**src/rtl/wdt_pkg.sv**
```systemverilog
package wdt_pkg;

  typedef enum logic {
    SEL_SVC  = 1'b0,
    SEL_LOCK = 1'b1
  } wdt_sel_e;

  localparam int unsigned DAT_W = 8;
  localparam logic [DAT_W-1:0] LOCK_OFF  = 8'h55;
  localparam logic [DAT_W-1:0] LOCK_INIT = 8'h00;

endpackage

```
**src/rtl/wdt_rst_sync.sv**
```systemverilog
module wdt_rst_sync #(
  parameter int unsigned STAGES = 2
) (
  input  logic clk,
  input  logic rst_n,
  output logic rst_sync_n
);

  logic [STAGES-1:0] sync_q;

  always_ff @(posedge clk or negedge rst_n) begin
    if (!rst_n) sync_q <= '0;
    else        sync_q <= {sync_q[STAGES-2:0], 1'b1};
  end

  assign rst_sync_n = sync_q[STAGES-1];

endmodule

```
**src/rtl/wdt_wr_decode.sv**
```systemverilog
module wdt_wr_decode
  import wdt_pkg::*;
#(
  parameter int unsigned RLD_W = 7
) (
  input  logic             wr_en,
  input  logic             wr_sel,
  input  logic [DAT_W-1:0] wr_data,
  output logic             svc_load,
  output logic [RLD_W-1:0] svc_val,
  output logic             lock_load
);

  localparam logic [DAT_W-1:0] RLD_LIMIT = DAT_W'((1 << RLD_W) - 2);

  wdt_sel_e sel;

  always_comb begin
    sel       = wdt_sel_e'(wr_sel);
    svc_load  = wr_en && (sel == SEL_SVC) && (wr_data <= RLD_LIMIT);
    lock_load = wr_en && (sel == SEL_LOCK);
    svc_val   = wr_data[RLD_W-1:0];
  end

endmodule

```
**src/rtl/wdt_lock_reg.sv**
```systemverilog
module wdt_lock_reg
  import wdt_pkg::*;
(
  input  logic             clk,
  input  logic             rst_n,
  input  logic             lock_load,
  input  logic [DAT_W-1:0] lock_val,
  input  logic             expire,
  output logic [DAT_W-1:0] lock_q,
  output logic             run_en
);

  logic [DAT_W-1:0] lock_d;
  logic             lock_ce;

  always_comb begin
    lock_ce = expire || lock_load;
    lock_d  = expire ? LOCK_INIT : lock_val;
    run_en  = (lock_q != LOCK_OFF);
  end

  always_ff @(posedge clk or negedge rst_n) begin
    if (!rst_n)       lock_q <= LOCK_INIT;
    else if (lock_ce) lock_q <= lock_d;
  end

endmodule

```
**src/rtl/wdt_counter.sv**
```systemverilog
module wdt_counter #(
  parameter int unsigned CNT_W = 22,
  parameter int unsigned RLD_W = 7
) (
  input  logic             clk,
  input  logic             rst_n,
  input  logic             tick_en,
  input  logic             run_en,
  input  logic             svc_load,
  input  logic [RLD_W-1:0] svc_val,
  output logic [CNT_W-1:0] cnt_q,
  output logic             expire,
  output logic             pulse_q
);

  localparam int unsigned      LOW_W    = CNT_W - RLD_W;
  localparam logic [CNT_W-1:0] PRE_TERM = {{(CNT_W-1){1'b1}}, 1'b0};

  logic             step;
  logic             cnt_ce;
  logic [CNT_W-1:0] cnt_d;

  always_comb begin
    step   = tick_en && run_en;
    expire = step && !svc_load && (cnt_q == PRE_TERM);
    cnt_ce = svc_load || step;
    if (svc_load)    cnt_d = {svc_val, {LOW_W{1'b0}}};
    else if (expire) cnt_d = '0;
    else             cnt_d = cnt_q + 1'b1;
  end

  always_ff @(posedge clk or negedge rst_n) begin
    if (!rst_n) begin
      cnt_q   <= '0;
      pulse_q <= 1'b0;
    end else begin
      if (cnt_ce) cnt_q <= cnt_d;
      pulse_q <= expire;
    end
  end

endmodule

```
**src/rtl/keyed_watchdog.sv**
```systemverilog
module keyed_watchdog
  import wdt_pkg::*;
#(
  parameter int unsigned CNT_W = 22,
  parameter int unsigned RLD_W = 7
) (
  input  logic       clk,
  input  logic       rst_n,
  input  logic       tick_en,
  input  logic       idle,
  input  logic       wr_en,
  input  logic       wr_sel,
  input  logic [7:0] wr_data,
  output logic       wdt_rst
);

  logic             rst_sync_n;
  logic             svc_load;
  logic [RLD_W-1:0] svc_val;
  logic             lock_load;
  logic [DAT_W-1:0] key_q;
  logic             run_en;
  logic [CNT_W-1:0] cnt_q;
  logic             expire;

  wdt_rst_sync #(.STAGES(2)) u_sync (
    .clk        (clk),
    .rst_n      (rst_n),
    .rst_sync_n (rst_sync_n)
  );

  wdt_wr_decode #(.RLD_W(RLD_W)) u_dec (
    .wr_en     (wr_en),
    .wr_sel    (wr_sel),
    .wr_data   (wr_data),
    .svc_load  (svc_load),
    .svc_val   (svc_val),
    .lock_load (lock_load)
  );

  wdt_lock_reg u_lock (
    .clk       (clk),
    .rst_n     (rst_sync_n),
    .lock_load (lock_load),
    .lock_val  (wr_data),
    .expire    (expire),
    .lock_q    (key_q),
    .run_en    (run_en)
  );

  wdt_counter #(.CNT_W(CNT_W), .RLD_W(RLD_W)) u_cnt (
    .clk      (clk),
    .rst_n    (rst_sync_n),
    .tick_en  (tick_en),
    .run_en   (run_en),
    .svc_load (svc_load),
    .svc_val  (svc_val),
    .cnt_q    (cnt_q),
    .expire   (expire),
    .pulse_q  (wdt_rst)
  );

endmodule

```
**config.mk**
```make
export PLATFORM = sky130hd
export DESIGN_NAME = keyed_watchdog
export DESIGN_NICKNAME = d
export VERILOG_FILES = /design/src/rtl/wdt_pkg.sv /design/src/rtl/wdt_rst_sync.sv /design/src/rtl/wdt_wr_decode.sv /design/src/rtl/wdt_lock_reg.sv /design/src/rtl/wdt_counter.sv /design/src/rtl/keyed_watchdog.sv
export SDC_FILE = /design/constraint.sdc
export NUM_CORES = 1
export LEC_CHECK = 0
export ABC_AREA = 1
export BUFFER_PORTS_ARGS = -buffer_cell sky130_fd_sc_hd__buf_2
export CAP_MARGIN = 20
export CORE_MARGIN = 4
export CORE_UTILIZATION = 55
export DETAILED_ROUTE_END_ITERATION = 10
export PLACE_DENSITY = 0.74
export SLEW_MARGIN = 15
export SYNTH_ARGS = -nofsm -noshare
export SYNTH_HDL_FRONTEND = slang
export SYNTH_SLANG_ARGS = --single-unit
```
**constraint.sdc**
```tcl
create_clock -name clk -period 1.46 [get_ports clk]
set_clock_uncertainty 0.05 [all_clocks]
set_input_delay 0.146 -clock clk [delete_from_list [all_inputs] [get_ports clk]]
set_output_delay 0.146 -clock clk [all_outputs]
set_load 0.01 [all_outputs]
```
==> impl_metrics.yaml <==
clocking:
  cts-root-buf: "sky130_fd_sc_hd__clkbuf_8"
  clockBufferDepth: 2
  cts_tree: "done"
  clock_sinks: 33
  cts_made_buffers: 5
  h-tree-depth: 2
  cts.reportedPaths.clkPinSlew_ps: 60
  insertion_delay_to_the_later_sink_of_the_worst_skew_pair_ps: 290
die:
  die_h_um: 70.0
  die_area_um2: 4890
  floorplan.core_area_um2: 3690
  pin_count: 15
  initial_utilization: 0.572
  die_w_um: 70.0
  floorplan.rows: 22
yosys:
  synth.avg_cell_area_um2: 6.97
  mappedNetlistArea_um2: 2110
  post_synth_inst_count: 303
  synth_top_area_cell: "sky130_fd_sc_hd__dfrtp_1"
  seq_area_frac_synth: 0.391
  synthDistinctLibCells: 24
  synth_largest_type_area_fraction: 0.391
  synth.top_cells.by_area: "sky130_fd_sc_hd__dfrtp_1, sky130_fd_sc_hd__nand2_1, sky130_fd_sc_hd__inv_1"
  synth_fp_nets: 319
  synth.ff_latch_count: 33
  synth.yosys.warnings: 0
critical_path:
  worst_path_arrival_time_ps: 1610
  cp-start-kind: "flip-flop"
  timing.critical_path.cells: "inv_1 -> ha_1 -> nand3_1 -> nor2_1 -> nand2_2 -> nor2_4 -> nor2_4 -> nand2_1 -> o21ai_0"
  slowest_cp_cell: "sky130_fd_sc_hd__dfrtp_1"
  worst-path-max-fanout: 6
  crit_path_frequent_cell: "sky130_fd_sc_hd__nor2_4"
  timing.setup.critical_path_class: "reg2reg"
  critPathRequiredTime_ps: 1570
  slowest_delay_ps: 370
  worstSetupEndpointType: "flip-flop"
  r2r_slack_ps: -40
global_route:
  grt.overflow.total: 0
  grt_start_max_net_pins: 17
  grt_antenna_before_repair: 0
  number_of_global_route_vias_before_repair: 1929
  grt_use_total: 0.212
  wire_length_of_the_first_global_routing_pass_um: 8300
placed_design:
  dpl-instance-area_um2: 2410
  place.detailed.hpwl_um: 3400
  place_congestion: 0.855
  io_buf_count: 13
route:
  totalWireLength_um: 4760
  drt_first_iter_violations: 81
  drcViolationCount: 0
  num_vias: 1927
  via_per_inst: 4.87
  drt_pre_antenna_iters: 4
  drt-wirelength-per-cell_um: 12.0
  ant_nets: 0
sta:
  min_cycle_time_layout_ps: 1500
  setup-tns-final_ps: -329
  slew_violations: 0
  fmaxAchievable_ghz: 0.668
  finalHoldViolations: 0
  timing.final.setup_violations: 18
  final.period_utilization: 1.02
  setup_repair_after_global_routing_missed_its_margin: "yes"
  setup_slack_ps: -36.3
cells_and_area:
  final_cell_area_um2: 2620
  finalNetCount: 364
  total_inserted_antenna_cells: 0
  final_layout_size_suffix_gt1_frac: 0.239
  num-fill-cells: 328
  layout-area-overhead-vs-synth_pct: 24.0
hold_path:
  hp-class: "in2async"
power:
  power_density_nw_per_um2: 918
  p_leak_nw: 1.29
  vdd_ir_drop_max_uv: 838
status:
  violations: "setup timing"
  status: "finished with violations"
run:
  max_cap_viol_count: 0
==> synthesized netlist by cell type, drive strengths merged <==
cell,instances
buf,3
conb,1
nand3b,3
o21bai,2
or2,1
xor2,10
nand4,1
nand2,112
clkbuf,1
dfrtp,33
nor2,42
inv,48
ha,2
nor3,1
nand3,18
o21ai,25
==> worst max-delay path, delay by kind of cell, from the launching register on <==
family	cells	cell delay (ps)
and+or+nand+nor	6	650
DFF	1	370
adders and majority gates	1	140
buffers and inverters	1	80
AOI/OAI and AO/OA	1	80
==> logic make-up (layout without fill, tap and decap cells) <==
logic type | count (synthesis) | after routing | share of synthesized area
AND/OR/NAND/NOR | 178 | 180 | 0.387
buffers and inverters | 52 | 95 | 0.100
flip-flops | 33 | 33 | 0.391
AO/OA/AOI/OAI | 27 | 27 | 0.0664
XOR/XNOR | 10 | 10 | 0.0415
adder cells (fa/ha/maj) | 2 | 2 | 0.0119
other | 1 | 1 | 0.00178
==> cell type report <==
cell class                      instances  area, um2  area share
Clock inverter                          2       35.0      0.0134
Multi-Input combinational cell        220       1160       0.445
Sequential cell                        33        827       0.316
Timing Repair Buffer                   40        283       0.108
Clock buffer                            5       68.8      0.0263
Tap cell                               48       60.1      0.0229
Inverter                               48        180      0.0688
==> routing by layer <==
layer | vias to the layer above | part of all wire | track usage
met3 | 12 | 0.027 | 0.0446
met5 | - | 0 | 0
li1 | 1004 | - | -
met4 | 0 | 0.023 | 0.0830
met1 | 883 | 0.45 | 0.251
met2 | 28 | 0.50 | 0.373
==> power by group <==
part / switching, mW / internal (mW)
Combinational: 0.268 / 0.211
Sequential: 0.0840 / 1.01
Clock: 0.331 / 0.496
==> metrics by stage <==
step	hold WS, ps	setup slack (ps)	std cells	total power, mW	util
2_1_floorplan	-200	23.9	303	1.38	-
3_3_place_gp	-118	-172	386	1.53	0.654
3_5_place_dp	-116	-227	386	1.55	0.654
4_1_cts	106	-47.2	395	2.40	0.699
5_1_grt	125	-122	396	2.56	0.710
6_report	114	-36.3	396	2.40	0.710
==> flip-flops by register name, summed over array words and instances, names as in the netlist <==
register and cells:
u_cnt.cnt_q 22, u_lock.lock_q 8, u_sync.sync_q 2, u_cnt.pulse_q 1
==> cells in the final DEF (no fill, tap or decap) <==
cell type                         n
sky130_fd_sc_hd__o21ai_1          6
sky130_fd_sc_hd__dfrtp_1         32
sky130_fd_sc_hd__nand3_2          3
sky130_fd_sc_hd__nand3_1         13
sky130_fd_sc_hd__nand2_4          3
sky130_fd_sc_hd__nand3_4          2
sky130_fd_sc_hd__or2_2            1
sky130_fd_sc_hd__o21bai_1         2
sky130_fd_sc_hd__xor2_1          10
sky130_fd_sc_hd__nand3b_1         3
sky130_fd_sc_hd__nand4_1          1
sky130_fd_sc_hd__bufinv_16        1
sky130_fd_sc_hd__ha_1             1
sky130_fd_sc_hd__conb_1           1
sky130_fd_sc_hd__o21ai_0         19
sky130_fd_sc_hd__ha_4             1
sky130_fd_sc_hd__nor2_4           9
sky130_fd_sc_hd__nor2_2           8
sky130_fd_sc_hd__buf_2           13
sky130_fd_sc_hd__nand2_2          7
sky130_fd_sc_hd__dlygate4sd3_1    1
sky130_fd_sc_hd__clkbuf_8         5
sky130_fd_sc_hd__buf_4           25
sky130_fd_sc_hd__nor3_4           1
sky130_fd_sc_hd__clkinv_2         1
sky130_fd_sc_hd__inv_2            1
sky130_fd_sc_hd__buf_12           1
sky130_fd_sc_hd__inv_1           47
sky130_fd_sc_hd__dfrtp_2          1
sky130_fd_sc_hd__nand2_1        102
sky130_fd_sc_hd__nor2_1          27
==> repair_timing <==
| item | 4_1_cts | 5_1_grt |
|---|---|---|
| pin swaps | 4 | 1 |
| resized for setup | 13 | 10 |
| hold buffers | 1 | 0 |
| cloned | 1 | 1 |
| endpoints found under the setup margin | 24 | 30 |
| endpoints found under the hold margin | 2 | 0 |
| setup buffers | 0 | 0 |
==> path summary, 6_finish.rpt <==
| kind | from | endpoint | depth (start not counted) |
|---|---|---|---|
| worst min register to register | u_sync.sync_q[1] | u_cnt.cnt_q[2] | 1 |
| min in group clk | wr_data[7] | u_lock.lock_q[7] | 5 |
| max in group asynchronous | u_sync.sync_q[1] | u_cnt.cnt_q[2] | 1 |
| worst min-delay path | rst_n | u_sync.sync_q[0] | 2 |
| worst max register to register | u_cnt.cnt_q[0] | u_cnt.cnt_q[0] | 9 |
| worst max-delay path | u_cnt.cnt_q[0] | u_cnt.cnt_q[0] | 9 |
Note: power is estimated with default switching activity, not from simulation.
